## src/rtl/ssp_pkg.sv

```systemverilog
package ssp_pkg;

    localparam int DATA_W = 16;
    localparam int ADDR_W = 12;
    localparam int DIV_W  = 17;

    // word addresses (byte address bits [11:2])
    localparam logic [9:0] WA_CFG_A  = 10'h000;
    localparam logic [9:0] WA_CFG_B  = 10'h001;
    localparam logic [9:0] WA_DATA   = 10'h002;
    localparam logic [9:0] WA_FLAGS  = 10'h003;
    localparam logic [9:0] WA_PSC    = 10'h004;
    localparam logic [9:0] WA_IENA   = 10'h005;
    localparam logic [9:0] WA_IRAW   = 10'h006;
    localparam logic [9:0] WA_IMSKD  = 10'h007;
    localparam logic [9:0] WA_ICLR   = 10'h008;
    localparam logic [9:0] WA_DMA    = 10'h009;
    localparam logic [ADDR_W-1:0] ID_BASE = 12'hFE0;

    typedef struct packed {
        logic out_off;
        logic slave;
        logic enable;
        logic loop;
    } cfg_b_t;

    typedef struct packed {
        logic busy;
        logic rx_full;
        logic rx_some;
        logic tx_room;
        logic tx_none;
    } flags_t;

    typedef struct packed {
        logic tx_low;
        logic rx_high;
        logic timeout;
        logic overrun;
    } ibits_t;

    function automatic logic [7:0] id_byte(input logic [2:0] idx);
        case (idx)
            3'd0: id_byte = 8'h22;
            3'd1: id_byte = 8'h10;
            3'd2: id_byte = 8'h04;
            3'd3: id_byte = 8'h00;
            3'd4: id_byte = 8'h0D;
            3'd5: id_byte = 8'hF0;
            3'd6: id_byte = 8'h05;
            default: id_byte = 8'hB1;
        endcase
    endfunction

    function automatic logic [DATA_W-1:0] width_mask(input logic [3:0] code);
        logic [DATA_W:0] t;
        t = ({{DATA_W{1'b0}}, 1'b1} << ({1'b0, code} + 5'd1)) - {{DATA_W{1'b0}}, 1'b1};
        return t[DATA_W-1:0];
    endfunction

    function automatic logic [DIV_W-1:0] half_ticks(input logic [7:0] psc, input logic [7:0] scr);
        logic [DIV_W-1:0] prod;
        prod = DIV_W'(psc) * (DIV_W'(scr) + DIV_W'(1));
        prod = prod >> 1;
        if (prod == '0) prod = DIV_W'(1);
        return prod;
    endfunction

endpackage

```

## src/rtl/ssp_fifo.sv

```systemverilog
module ssp_fifo #(
    parameter int W     = 16,
    parameter int DEPTH = 8
) (
    input  logic                           clk,
    input  logic                           rst,
    input  logic                           push,
    input  logic [W-1:0]                   din,
    input  logic                           pop,
    output logic [W-1:0]                   head,
    output logic [$clog2(DEPTH+1)-1:0]     count
);
    localparam int AW = (DEPTH > 1) ? $clog2(DEPTH) : 1;
    localparam int CW = $clog2(DEPTH + 1);
    localparam logic [AW-1:0] LAST = AW'(DEPTH - 1);
    localparam logic [CW-1:0] FULL = CW'(DEPTH);

    logic [W-1:0]  mem [DEPTH];
    logic [AW-1:0] wp, rp;

    function automatic logic [AW-1:0] bump(input logic [AW-1:0] p);
        return (p == LAST) ? '0 : p + AW'(1);
    endfunction

    always_ff @(posedge clk) begin
        if (rst) begin
            wp    <= '0;
            rp    <= '0;
            count <= '0;
        end else begin
            if (push) begin
                mem[wp] <= din;
                wp      <= bump(wp);
            end
            if (pop) rp <= bump(rp);
            case ({push, pop})
                2'b10:   count <= count + CW'(1);
                2'b01:   count <= count - CW'(1);
                default: count <= count;
            endcase
        end
    end

    assign head = mem[rp];

    assert_no_overflow_R4: assert property (@(posedge clk) disable iff (rst)
        (push && !pop) |-> (count != FULL));
    assert_no_underflow_R5: assert property (@(posedge clk) disable iff (rst)
        pop |-> (count != '0));

endmodule

```

## src/rtl/ssp_shifter.sv

```systemverilog
module ssp_shifter
    import ssp_pkg::*;
(
    input  logic              clk,
    input  logic              rst,
    input  logic              start,
    input  logic [DATA_W-1:0] word,
    input  logic [3:0]        width_code,
    input  logic [DIV_W-1:0]  half,
    input  logic              miso,
    output logic              busy,
    output logic              done,
    output logic [DATA_W-1:0] rx_word,
    output logic              sclk,
    output logic              mosi,
    output logic              cs_n
);
    localparam int BW = $clog2(DATA_W + 1);

    logic [DATA_W-1:0] tx_sh, rx_sh;
    logic [BW-1:0]     left;
    logic [DIV_W-1:0]  tick;

    always_ff @(posedge clk) begin
        if (rst) begin
            busy  <= 1'b0;
            done  <= 1'b0;
            sclk  <= 1'b0;
            cs_n  <= 1'b1;
            tx_sh <= '0;
            rx_sh <= '0;
            left  <= '0;
            tick  <= '0;
        end else begin
            done <= 1'b0;
            if (!busy) begin
                if (start) begin
                    busy  <= 1'b1;
                    cs_n  <= 1'b0;
                    sclk  <= 1'b0;
                    tick  <= '0;
                    left  <= BW'(width_code) + BW'(1);
                    tx_sh <= word << (4'd15 - width_code);
                    rx_sh <= '0;
                end
            end else if (tick == half - DIV_W'(1)) begin
                tick <= '0;
                if (!sclk) begin
                    sclk  <= 1'b1;
                    rx_sh <= {rx_sh[DATA_W-2:0], miso};
                end else begin
                    sclk  <= 1'b0;
                    tx_sh <= tx_sh << 1;
                    if (left == BW'(1)) begin
                        busy <= 1'b0;
                        cs_n <= 1'b1;
                        done <= 1'b1;
                    end else begin
                        left <= left - BW'(1);
                    end
                end
            end else begin
                tick <= tick + DIV_W'(1);
            end
        end
    end

    assign mosi    = tx_sh[DATA_W-1];
    assign rx_word = rx_sh;

    assert_sclk_framed_R11: assert property (@(posedge clk) disable iff (rst)
        sclk |-> !cs_n);
    assert_no_restart_R11: assert property (@(posedge clk) disable iff (rst)
        (busy && !cs_n) |=> (!cs_n || done));

endmodule

```

## src/rtl/ssp_ctrl.sv

```systemverilog
module ssp_ctrl
    import ssp_pkg::*;
#(
    parameter int FIFO_DEPTH = 8
) (
    input  logic              clk,
    input  logic              rst,
    input  logic              reg_en,
    input  logic              reg_wr,
    input  logic [11:0]       reg_addr,
    input  logic [15:0]       reg_wdata,
    output logic [15:0]       reg_rdata,
    output logic              irq,
    output logic              sclk,
    output logic              mosi,
    input  logic              miso,
    output logic              cs_n
);
    localparam int CW = $clog2(FIFO_DEPTH + 1);
    localparam logic [CW-1:0] FULL_CNT = CW'(FIFO_DEPTH);
    localparam logic [CW-1:0] HALF_CNT = CW'(FIFO_DEPTH / 2);

    logic [15:0] cfg_a;
    cfg_b_t      cfg_b;
    logic [7:0]  psc;
    ibits_t      ien;

    logic [DATA_W-1:0] mask;
    logic [9:0]        wa;
    logic              wr_hit, rd_hit;

    logic              tx_push, tx_pop, rx_push, rx_pop;
    logic [DATA_W-1:0] tx_head, rx_head, rx_din;
    logic [CW-1:0]     tx_cnt, rx_cnt;

    logic              can_move, lb_move, shf_start;
    logic              shf_busy, shf_done;
    logic [DATA_W-1:0] shf_rx;

    flags_t            flags;
    ibits_t            iraw;
    logic [15:0]       rd_mux;

    assign mask   = width_mask(cfg_a[3:0]);
    assign wa     = reg_addr[11:2];
    assign wr_hit = reg_en && reg_wr;
    assign rd_hit = reg_en && !reg_wr;

    // ---------------- configuration registers ----------------
    always_ff @(posedge clk) begin
        if (rst) begin
            cfg_a <= '0;
            cfg_b <= '0;
            psc   <= '0;
            ien   <= '0;
        end else if (wr_hit) begin
            case (wa)
                WA_CFG_A: cfg_a <= reg_wdata;
                WA_CFG_B: cfg_b <= cfg_b_t'(reg_wdata[3:0]);
                WA_PSC:   psc   <= reg_wdata[7:0];
                WA_IENA:  ien   <= ibits_t'(reg_wdata[3:0]);
                default:  ;
            endcase
        end
    end

    // ---------------- queues ----------------
    assign tx_push = wr_hit && (wa == WA_DATA) && (tx_cnt != FULL_CNT);
    assign rx_pop  = rd_hit && (wa == WA_DATA) && (rx_cnt != '0);

    ssp_fifo #(.W(DATA_W), .DEPTH(FIFO_DEPTH)) u_txq (
        .clk(clk), .rst(rst),
        .push(tx_push), .din(reg_wdata & mask),
        .pop(tx_pop), .head(tx_head), .count(tx_cnt)
    );

    ssp_fifo #(.W(DATA_W), .DEPTH(FIFO_DEPTH)) u_rxq (
        .clk(clk), .rst(rst),
        .push(rx_push), .din(rx_din),
        .pop(rx_pop), .head(rx_head), .count(rx_cnt)
    );

    // ---------------- transfer engine ----------------
    assign can_move  = cfg_b.enable && !cfg_b.slave &&
                       (tx_cnt != '0) && (rx_cnt != FULL_CNT) &&
                       !shf_busy && !shf_done;
    assign lb_move   = can_move && cfg_b.loop;
    assign shf_start = can_move && !cfg_b.loop;

    ssp_shifter u_shf (
        .clk(clk), .rst(rst),
        .start(shf_start), .word(tx_head), .width_code(cfg_a[3:0]),
        .half(half_ticks(psc, cfg_a[15:8])), .miso(miso),
        .busy(shf_busy), .done(shf_done), .rx_word(shf_rx),
        .sclk(sclk), .mosi(mosi), .cs_n(cs_n)
    );

    assign tx_pop  = lb_move || shf_done;
    assign rx_push = lb_move || shf_done;
    assign rx_din  = (lb_move ? tx_head : shf_rx) & mask;

    // ---------------- status and interrupts ----------------
    always_comb begin
        flags.tx_none = (tx_cnt == '0);
        flags.tx_room = (tx_cnt != FULL_CNT);
        flags.rx_some = (rx_cnt != '0);
        flags.rx_full = (rx_cnt == FULL_CNT);
        flags.busy    = (tx_cnt != '0);
        iraw.overrun  = 1'b0;
        iraw.timeout  = 1'b0;
        iraw.rx_high  = (rx_cnt >= HALF_CNT);
        iraw.tx_low   = (tx_cnt <= HALF_CNT);
    end

    assign irq = |(iraw & ien);

    // ---------------- read path ----------------
    always_comb begin
        rd_mux = '0;
        if (reg_addr >= ID_BASE) begin
            rd_mux = {8'h00, id_byte(reg_addr[4:2])};
        end else begin
            case (wa)
                WA_CFG_A:  rd_mux = cfg_a;
                WA_CFG_B:  rd_mux = {12'h000, cfg_b};
                WA_DATA:   rd_mux = (rx_cnt != '0) ? rx_head : '0;
                WA_FLAGS:  rd_mux = {11'h000, flags};
                WA_PSC:    rd_mux = {8'h00, psc};
                WA_IENA:   rd_mux = {12'h000, ien};
                WA_IRAW:   rd_mux = {12'h000, iraw};
                WA_IMSKD:  rd_mux = {12'h000, iraw & ien};
                default:   rd_mux = '0;
            endcase
        end
    end

    always_ff @(posedge clk) begin
        if (rst)         reg_rdata <= '0;
        else if (rd_hit) reg_rdata <= rd_mux;
    end

    // ---------------- assertions ----------------
    assert_rx_never_overrun_R5: assert property (@(posedge clk) disable iff (rst)
        rx_push |-> (rx_cnt != FULL_CNT));
    assert_gate_closed_R3: assert property (@(posedge clk) disable iff (rst)
        (!cfg_b.enable && !shf_busy && !shf_done) |=> (tx_cnt >= $past(tx_cnt)));
    assert_slave_no_start_R12: assert property (@(posedge clk) disable iff (rst)
        cfg_b.slave |-> !shf_start);
    assert_tx_full_drop_R4: assert property (@(posedge clk) disable iff (rst)
        (tx_cnt == FULL_CNT) |=> (tx_cnt <= FULL_CNT));

endmodule

```

## config.mk

```make
export PLATFORM = sky130hd
export DESIGN_NAME = ssp_ctrl
export DESIGN_NICKNAME = d
export VERILOG_FILES = /design/src/rtl/ssp_pkg.sv /design/src/rtl/ssp_fifo.sv /design/src/rtl/ssp_shifter.sv /design/src/rtl/ssp_ctrl.sv
export SDC_FILE = /design/constraint.sdc
export NUM_CORES = 1
export LEC_CHECK = 0
export ABC_AREA = 1
export CORE_AREA = 2 2 165 328
export DETAILED_ROUTE_END_ITERATION = 6
export DIE_AREA = 0 0 167 330
export DONT_BUFFER_PORTS = 1
export PLACE_DENSITY_LB_ADDON = 0.08
export SETUP_SLACK_MARGIN = 0.15
export SLEW_MARGIN = 30
export SYNTH_ARGS = -nofsm -noshare
export SYNTH_HDL_FRONTEND = slang
export SYNTH_SLANG_ARGS = --single-unit
```

## constraint.sdc

```tcl
create_clock -name clk -period 13 [get_ports clk]
set_input_delay 0.65 -clock clk [delete_from_list [all_inputs] [get_ports clk]]
set_output_delay 0.65 -clock clk [all_outputs]
set_load 0.02 [all_outputs]
```

# Word level (Yosys, flattened, before mapping)
# Memory sizes are Yosys's and may differ from the RTL's. A register that Yosys moved wholly into a read port is not among the register bits.
# Index checks and enable logic that the tools add are counted.
dict set report word_totals {
  latch_bits 0
  mem_count 2
  ram_bits 256
  in_bits 33
  rom_bits 0
  output_inout_bits 20
  reg_bits 126
}
dict set report classes {
  add_sub_neg 15
  n_shift 2
  mux 52
  magnitude_cmp 3
  multipliers 1
  div 0
  n_eq_ne 31
  n_reduce_logical 39
  bitwise 6
}
# memory depth width rd rd_clocked_by_memory_dff wr line_no
set memory_table {}
lappend memory_table {u_rxq.mem 8 16 1 1 1 ssp_fifo.sv:18} ;# logic [W-1:0] mem [DEPTH];
lappend memory_table {u_txq.mem 8 16 1 1 1 ssp_fifo.sv:18}
# op count
set op_table {}
lappend op_table {{16-bit two-way mux} 12}
lappend op_table {{16-bit case mux with 8 select lines} 1}
lappend op_table {{8-bit case mux with 7 select lines} 1}
lappend op_table {{17-bit two-way mux} 3}
lappend op_table {{10-bit by 3-bit == test with 1-bit output, second input constant} 4}
lappend op_table {{16-bit bitwise AND} 2}
lappend op_table {{5-bit two-way mux} 5}
lappend op_table {{3-bit two-way mux} 8}
lappend op_table {{3-bit == test, second input constant} 7}
lappend op_table {{10-bit by 2-bit == test with 1-bit output, second input constant} 2}
lappend op_table {{1-bit two-way mux} 20}
lappend op_table {{17-bit by 1-bit adder with 17-bit output, second input constant} 1}
lappend op_table {{17-bit == test} 1}
lappend op_table {{17-bit zero test} 1}
lappend op_table {{8-bit by 9-bit multiplier with 17-bit output} 1}
lappend op_table {{16-bit by 1-bit subtractor with 17-bit output, second input constant} 1}
lappend op_table {{4-bit case mux with 2 select lines} 2}
lappend op_table {{1-bit by 5-bit << shifter with 16-bit output, first input constant} 1}
lappend op_table {{16-bit by 4-bit << shifter with 16-bit output} 1}
lappend op_table {{16-bit by 1-bit subtractor with 16-bit output, second input constant} 1}
lappend op_table {{1-bit logical AND} 13}
lappend op_table {{3-bit by 1-bit adder with 3-bit output, second input constant} 4}
lappend op_table {{12-bit greater-or-equal comparator, second input constant} 1}
lappend op_table {{10-bit by 1-bit == test with 1-bit output, second input constant} 1}
lappend op_table {{other kinds (29)} 55}

# Longest topological paths before layout
dict set report depth {
  ltp_word 11
  mapped_depth 47
  mapped_depth_nobuf 46
}

# Hierarchy
# From an unflattened synthesis, not the netlist that was laid out.
dict set report hier_totals {
  cells_unflattened 2483
  area_unflattened_um2 21257.9
}
# mod seq_area_each_um2 area_each_um2 n_inst cells_each
set by_module_without_submodules {}
lappend by_module_without_submodules {ssp_fifo 4103.9 5664.2 2 448}
lappend by_module_without_submodules {ssp_ctrl 960.9 5749.3 1 900}
lappend by_module_without_submodules {ssp_shifter 1161.1 4180.3 1 687}

# Least setup slack after synthesis
# OpenSTA, ideal clock, no wires.
dict set report synth_path {
  path_kind {register to register}
  startpoint {reg cfg_a[8]}
  endpoint {reg u_shf.tick[11]}
  n_path_buf 3
  required_ns 12.868
  path_slack_ns 6.431
  setup_time_ns 0.132
  path_stages_with_launch 40
  t_arrival_ns 6.437
  synth_period_minus_slack_ns 6.569
  cell_sequence {dfxtp_1 > clkbuf_1 > nand4_1 > nor3_1 > inv_1 > o21ai_0 > nand2_1 > inv_1 > nand2_1 > fa_1 > fa_1 > fa_1 > fa_1 > inv_1 > ha_1 > nand2_1 > inv_1 > nand2_1 > [4 not listed] > nand2_2 > nand3_1 > nor2_2 > nor2_4 > ha_1 > nand2_1 > nor3_1 > nand3_1 > nand3_1 > o211ai_1 > nor2_1 > nand4_2 > nand2_2 > buf_6 > inv_4 > buf_6 > nand3_1 > a21oi_1}
}
dict set report synth_between {
  elab_chain_cells 8
}
# item line_no
set synth_lines {}
lappend synth_lines {{from (decl)} ssp_ctrl.sv:23} ;# logic [15:0] cfg_a;
lappend synth_lines {{from (signal assigned)} ssp_ctrl.sv:58} ;# WA_CFG_A: cfg_a <= reg_wdata;
lappend synth_lines {{8-bit by 1-bit adder with 9-bit output *} ssp_pkg.sv:63} ;# prod = DIV_W'(psc) * (DIV_W'(scr) + DIV_W'(1));
lappend synth_lines {{8-bit by 9-bit multiplier with 17-bit output *} ssp_pkg.sv:63}
lappend synth_lines {{17-bit zero test} ssp_pkg.sv:65} ;# if (prod == '0) prod = DIV_W'(1);
lappend synth_lines {{16-bit two-way mux *} ssp_pkg.sv:65}
lappend synth_lines {{16-bit by 1-bit subtractor with 17-bit output *} ssp_shifter.sv:46} ;# end else if (tick == half - DIV_W'(1)) begin
lappend synth_lines {{17-bit == test *} ssp_shifter.sv:46}
lappend synth_lines {{17-bit two-way mux *} ssp_shifter.sv:46}
lappend synth_lines {{17-bit two-way mux *} ssp_shifter.sv:36} ;# if (!busy) begin
lappend synth_lines {{to (signal assigned)} ssp_shifter.sv:63} ;# tick <= tick + DIV_W'(1);
lappend synth_lines {{to (decl)} ssp_shifter.sv:22} ;# logic [DIV_W-1:0] tick;
# Mark *: on every way between the ends. The rest lies on a longest branch, timed or not.
# A chain may end at the register's enable or synchronous reset.

# Final worst setup path
dict set report layout_path {
  startpoint {reg cfg_a[8]}
  endpoint {reg u_shf.rx_sh[7], in the netlist u_shf.rx_word[7]}
}
dict set report layout_between {
  elab_chain_cells 8
}
# item line_no
set layout_lines {}
lappend layout_lines {{8-bit by 1-bit adder with 9-bit output *} ssp_pkg.sv:63}
lappend layout_lines {{8-bit by 9-bit multiplier with 17-bit output *} ssp_pkg.sv:63}
lappend layout_lines {{17-bit zero test} ssp_pkg.sv:65}
lappend layout_lines {{16-bit two-way mux *} ssp_pkg.sv:65}
lappend layout_lines {{16-bit by 1-bit subtractor with 17-bit output *} ssp_shifter.sv:46}
lappend layout_lines {{17-bit == test *} ssp_shifter.sv:46}
lappend layout_lines {{2-bit inequality test (no source line) *} n/a}
lappend layout_lines {{3-bit AND reduction (no source line) *} n/a}
lappend layout_lines {{to (signal assigned)} ssp_shifter.sv:50} ;# rx_sh <= {rx_sh[DATA_W-2:0], miso};
lappend layout_lines {{to (decl)} ssp_shifter.sv:20} ;# logic [DATA_W-1:0] tx_sh, rx_sh;
# Marked as above.

==> summary.txt <==
Timing
  • Max-slew violations: 0
  • Final min period: about 8.5 ns
  • Worst-Margin Slew: 1.07 ns
  • Clk_skew: around 0.024 ns
  • Tcrit/Tclk final: 65.3%
  • RSZ-0062 raised after global routing: false
  • Hold Vio Cnt, Final: 0
  • Setup_tns: 0 ns
  • Final setup fails: 0
  • FMAX: approximately 120 MHz
  • Max transition margin: 26.7%

Detailed routing
  • DRT iter0 DRCs: 1039
  • Via count: 16558
  • DR vias/cell: 5.36
  • DRC: 0
  • Initial DRT Pass Iterations: 6
  • Routed Antenna Nets: 0
  • WL final: 64000 µm
  • DR WL/cell: 20.7 µm

Setup path
  • WP data required: 13.44 ns
  • Element type at the critical path start: flip-flop
  • CP max-delay cell: fa_1
  • Worst Setup EP: u_shf.rx_word[7]
  • R2R setup slack: between 4 and 5 ns
  • Crit-path max FO: 21
  • FF-to-FF Start: cfg_a[8]
  • Worst Reg-to-Reg Cells: 34
  • Cell repeated most along the worst path: nand2_1
  • CP Class: reg -> reg
  • CP max stage delay: 0.55 ns
  • Crit. Startpoint: cfg_a[8]
  • WP data arrival: a little under 9 ns
  • Crit end category: flip-flop
  • RR Endpoint: u_shf.rx_word[7]

Cells and area
  • Most frequent cells in the layout: 422 x nand2_1, 374 x nor2_1, 280 x inv_1
  • Final core occ: 43.5%
  • Commonest non-fill, non-tap cell in the layout: nand2_1
  • Non-Filler Instances: 3092
  • Final nets: 2534
  • Fraction of layout cells with a size suffix above 1: 6.27%
  • Synth-to-layout area growth: 9.67%

Yosys
  • Mapped Nets: 2565
  • Mapped Area: 20900 µm²
  • Top_reg_cell synth: edfxtp_1
  • Sequential element share of the synthesized area: 49.5%
  • Post-synthesis area per instance: 8.60 µm²
  • Post-synthesis instance total: 2426
  • Synth warnings: 0
  • Cell variety after synth: 54
  • Synth Register Bits: 388
  • Post-synth ARST share: 0%
  • Number of synthesized flops with an enable pin: 256

Clocking
  • CTS tree: done
  • CTS hold repair buffers: 0
  • Clock transition at the registers of the reported paths: ~0.060 ns
  • Max Buffers Root-to-Sink: 3
  • Root buf cell: clkbuf_16
  • H-tree depth: 2
  • Clk Latency, worst-skew pair: 0.57 ns
  • CTS Sinks: 388
  • Inserted Clock Buffers: 39
  • Setup bufs post-CTS: 0
  • Post-CTS sizing: 0

Global routing
  • Pin count of the biggest net entering global routing: 71
  • Initial antenna violation count: 0
  • GRT overflow: 0
  • Vias in the first global route: 16416
  • First-pass GRT wire length: approximately 96000 µm
  • Total GRT Usage: a little under a quarter

Floorplanning
  • IO Count: 53
  • Site Rows: 119
  • Die area: 55100 µm²
  • Core area: 52600 µm²
  • Die Ht: 330 µm
  • Die X: 167 µm
  • Initial Utilization: 39.7%

Place
  • Port Buffers: 0
  • Placed cells: 3019
  • Routability Congestion: 0.925
  • Post-DP HPWL: 46900 µm

Pwr
  • Pleak: 0.00893 µW
  • Worst vdd ir: about 0.11 mV
  • Cell Pwr Density: 108 nW/µm²

Flow run
  • MaxCap Viol Count: 0

Outcome
  • Outcome: completed

Hold path
  • Tightest Hold Check Type: in -> reg
[power breakdown]
group          internal [µW]  switching, µW
clock                    651            502
sequential              1300           2.17
combinational           4.66           16.4
[per-stage QoR]
stage	setup WS [ns]	hold WS [ns]	total power, µW	area [µm²]
2_1_floorplan	6.43	0.424	1340	20900
3_3_place_gp	4.45	0.438	1350	21500
3_5_place_dp	4.44	0.450	1350	21600
4_1_cts	4.42	0.138	2510	22900
5_1_grt	3.73	0.150	2550	22900
6_report	4.52	0.183	2480	22900
[cell usage after synthesis, types with 4 or more instances]
| library cell | number | area [µm²] |
|---|---|---|
| a211oi_1 | 5 | 37.5 |
| a21oi_1 | 136 | 681 |
| a22oi_1 | 6 | 45.0 |
| a31oi_1 | 4 | 25.0 |
| buf_1 | 7 | 26.3 |
| buf_2 | 4 | 20.0 |
| buf_6 | 5 | 56.3 |
| clkbuf_1 | 81 | 304 |
| clkinv_1 | 12 | 45.0 |
| dfxtp_1 | 132 | 2640 |
| edfxtp_1 | 256 | 7690 |
| fa_1 | 44 | 881 |
| ha_1 | 62 | 776 |
| inv_1 | 280 | 1050 |
| inv_2 | 4 | 15.0 |
| mux2i_1 | 6 | 60.1 |
| nand2_1 | 422 | 1580 |
| nand2_2 | 13 | 81.3 |
| nand3_1 | 101 | 505 |
| nand3_2 | 4 | 40.0 |
| nand3b_1 | 6 | 45.0 |
| nand4_1 | 36 | 225 |
| nor2_1 | 383 | 1440 |
| nor2_2 | 10 | 62.6 |
| nor3_1 | 37 | 185 |
| nor4_1 | 4 | 25.0 |
| o211ai_1 | 8 | 60.1 |
| o21ai_0 | 218 | 1090 |
| o221ai_1 | 22 | 193 |
| o22ai_1 | 23 | 144 |
| o32ai_1 | 30 | 263 |
| xnor2_1 | 6 | 52.6 |
| xor2_1 | 26 | 228 |
[flip-flops by register name, summed over array words and instances, names as in the netlist, 5 cells and up, named ones only]
signal and count:
cfg_a 16, psc 8, reg_rdata 16, u_rxq.mem 128
u_shf.left 5, u_shf.rx_word 16, u_shf.tick 17, u_shf.tx_sh 16
u_txq.mem 128
[worst max-delay path, delay by kind of cell (launching register included)]
family / cells / cell delay (ns)
buffers and inverters: 3 / 0.29
AOI/OAI and AO/OA: 4 / 0.56
DFF: 1 / 0.54
and+or+nand+nor: 21 / 4.32
adders and majority gates: 6 / 2.61
[layout make-up]
cell class	instances	area (µm²)
fill	5211	29700
sequential	388	10300
multi-input combinational	1642	9090
inverter	297	1120
clock buffer	50	1070
tap	665	832
clock inverter	22	236
timing repair buffer	27	203
antenna	1	2.50
[how the worst min path moves through the flow]
stage            from          end  slack [ns]  depth (start not counted)
6_report          rst  u_rxq.wp[0]        0.18                          1
5_1_grt           rst  u_txq.wp[1]        0.15                          1
4_1_cts           rst  u_txq.wp[1]        0.14                          1
3_5_place_dp   ien[1]       ien[1]        0.45                          2
3_3_place_gp   ien[1]       ien[1]        0.44                          2
2_1_floorplan  ien[1]       ien[1]        0.42                          2
[cell families after synthesis]
family	count (synthesis)	share of synthesized area, %
and+or+nand+nor	1029	20.6
AOI/OAI and AO/OA	469	12.9
buffers and inverters	396	7.38
DFF	388	49.5
adders and majority gates	106	7.94
xor gates and xnor gates	32	1.34
muxes	6	0.288
[layer usage]
metal  part of all wire [%]  global-route usage [%]  vias to the layer above
met2                     55                    45.4                      384
li1                       -                       -                     8098
met4                    4.7                    10.2                        0
met3                    3.9                    2.97                      129
met1                     36                    23.6                     7947
met5                      0                       0                        -
No activity file was read; power rests on OpenSTA's default activity.
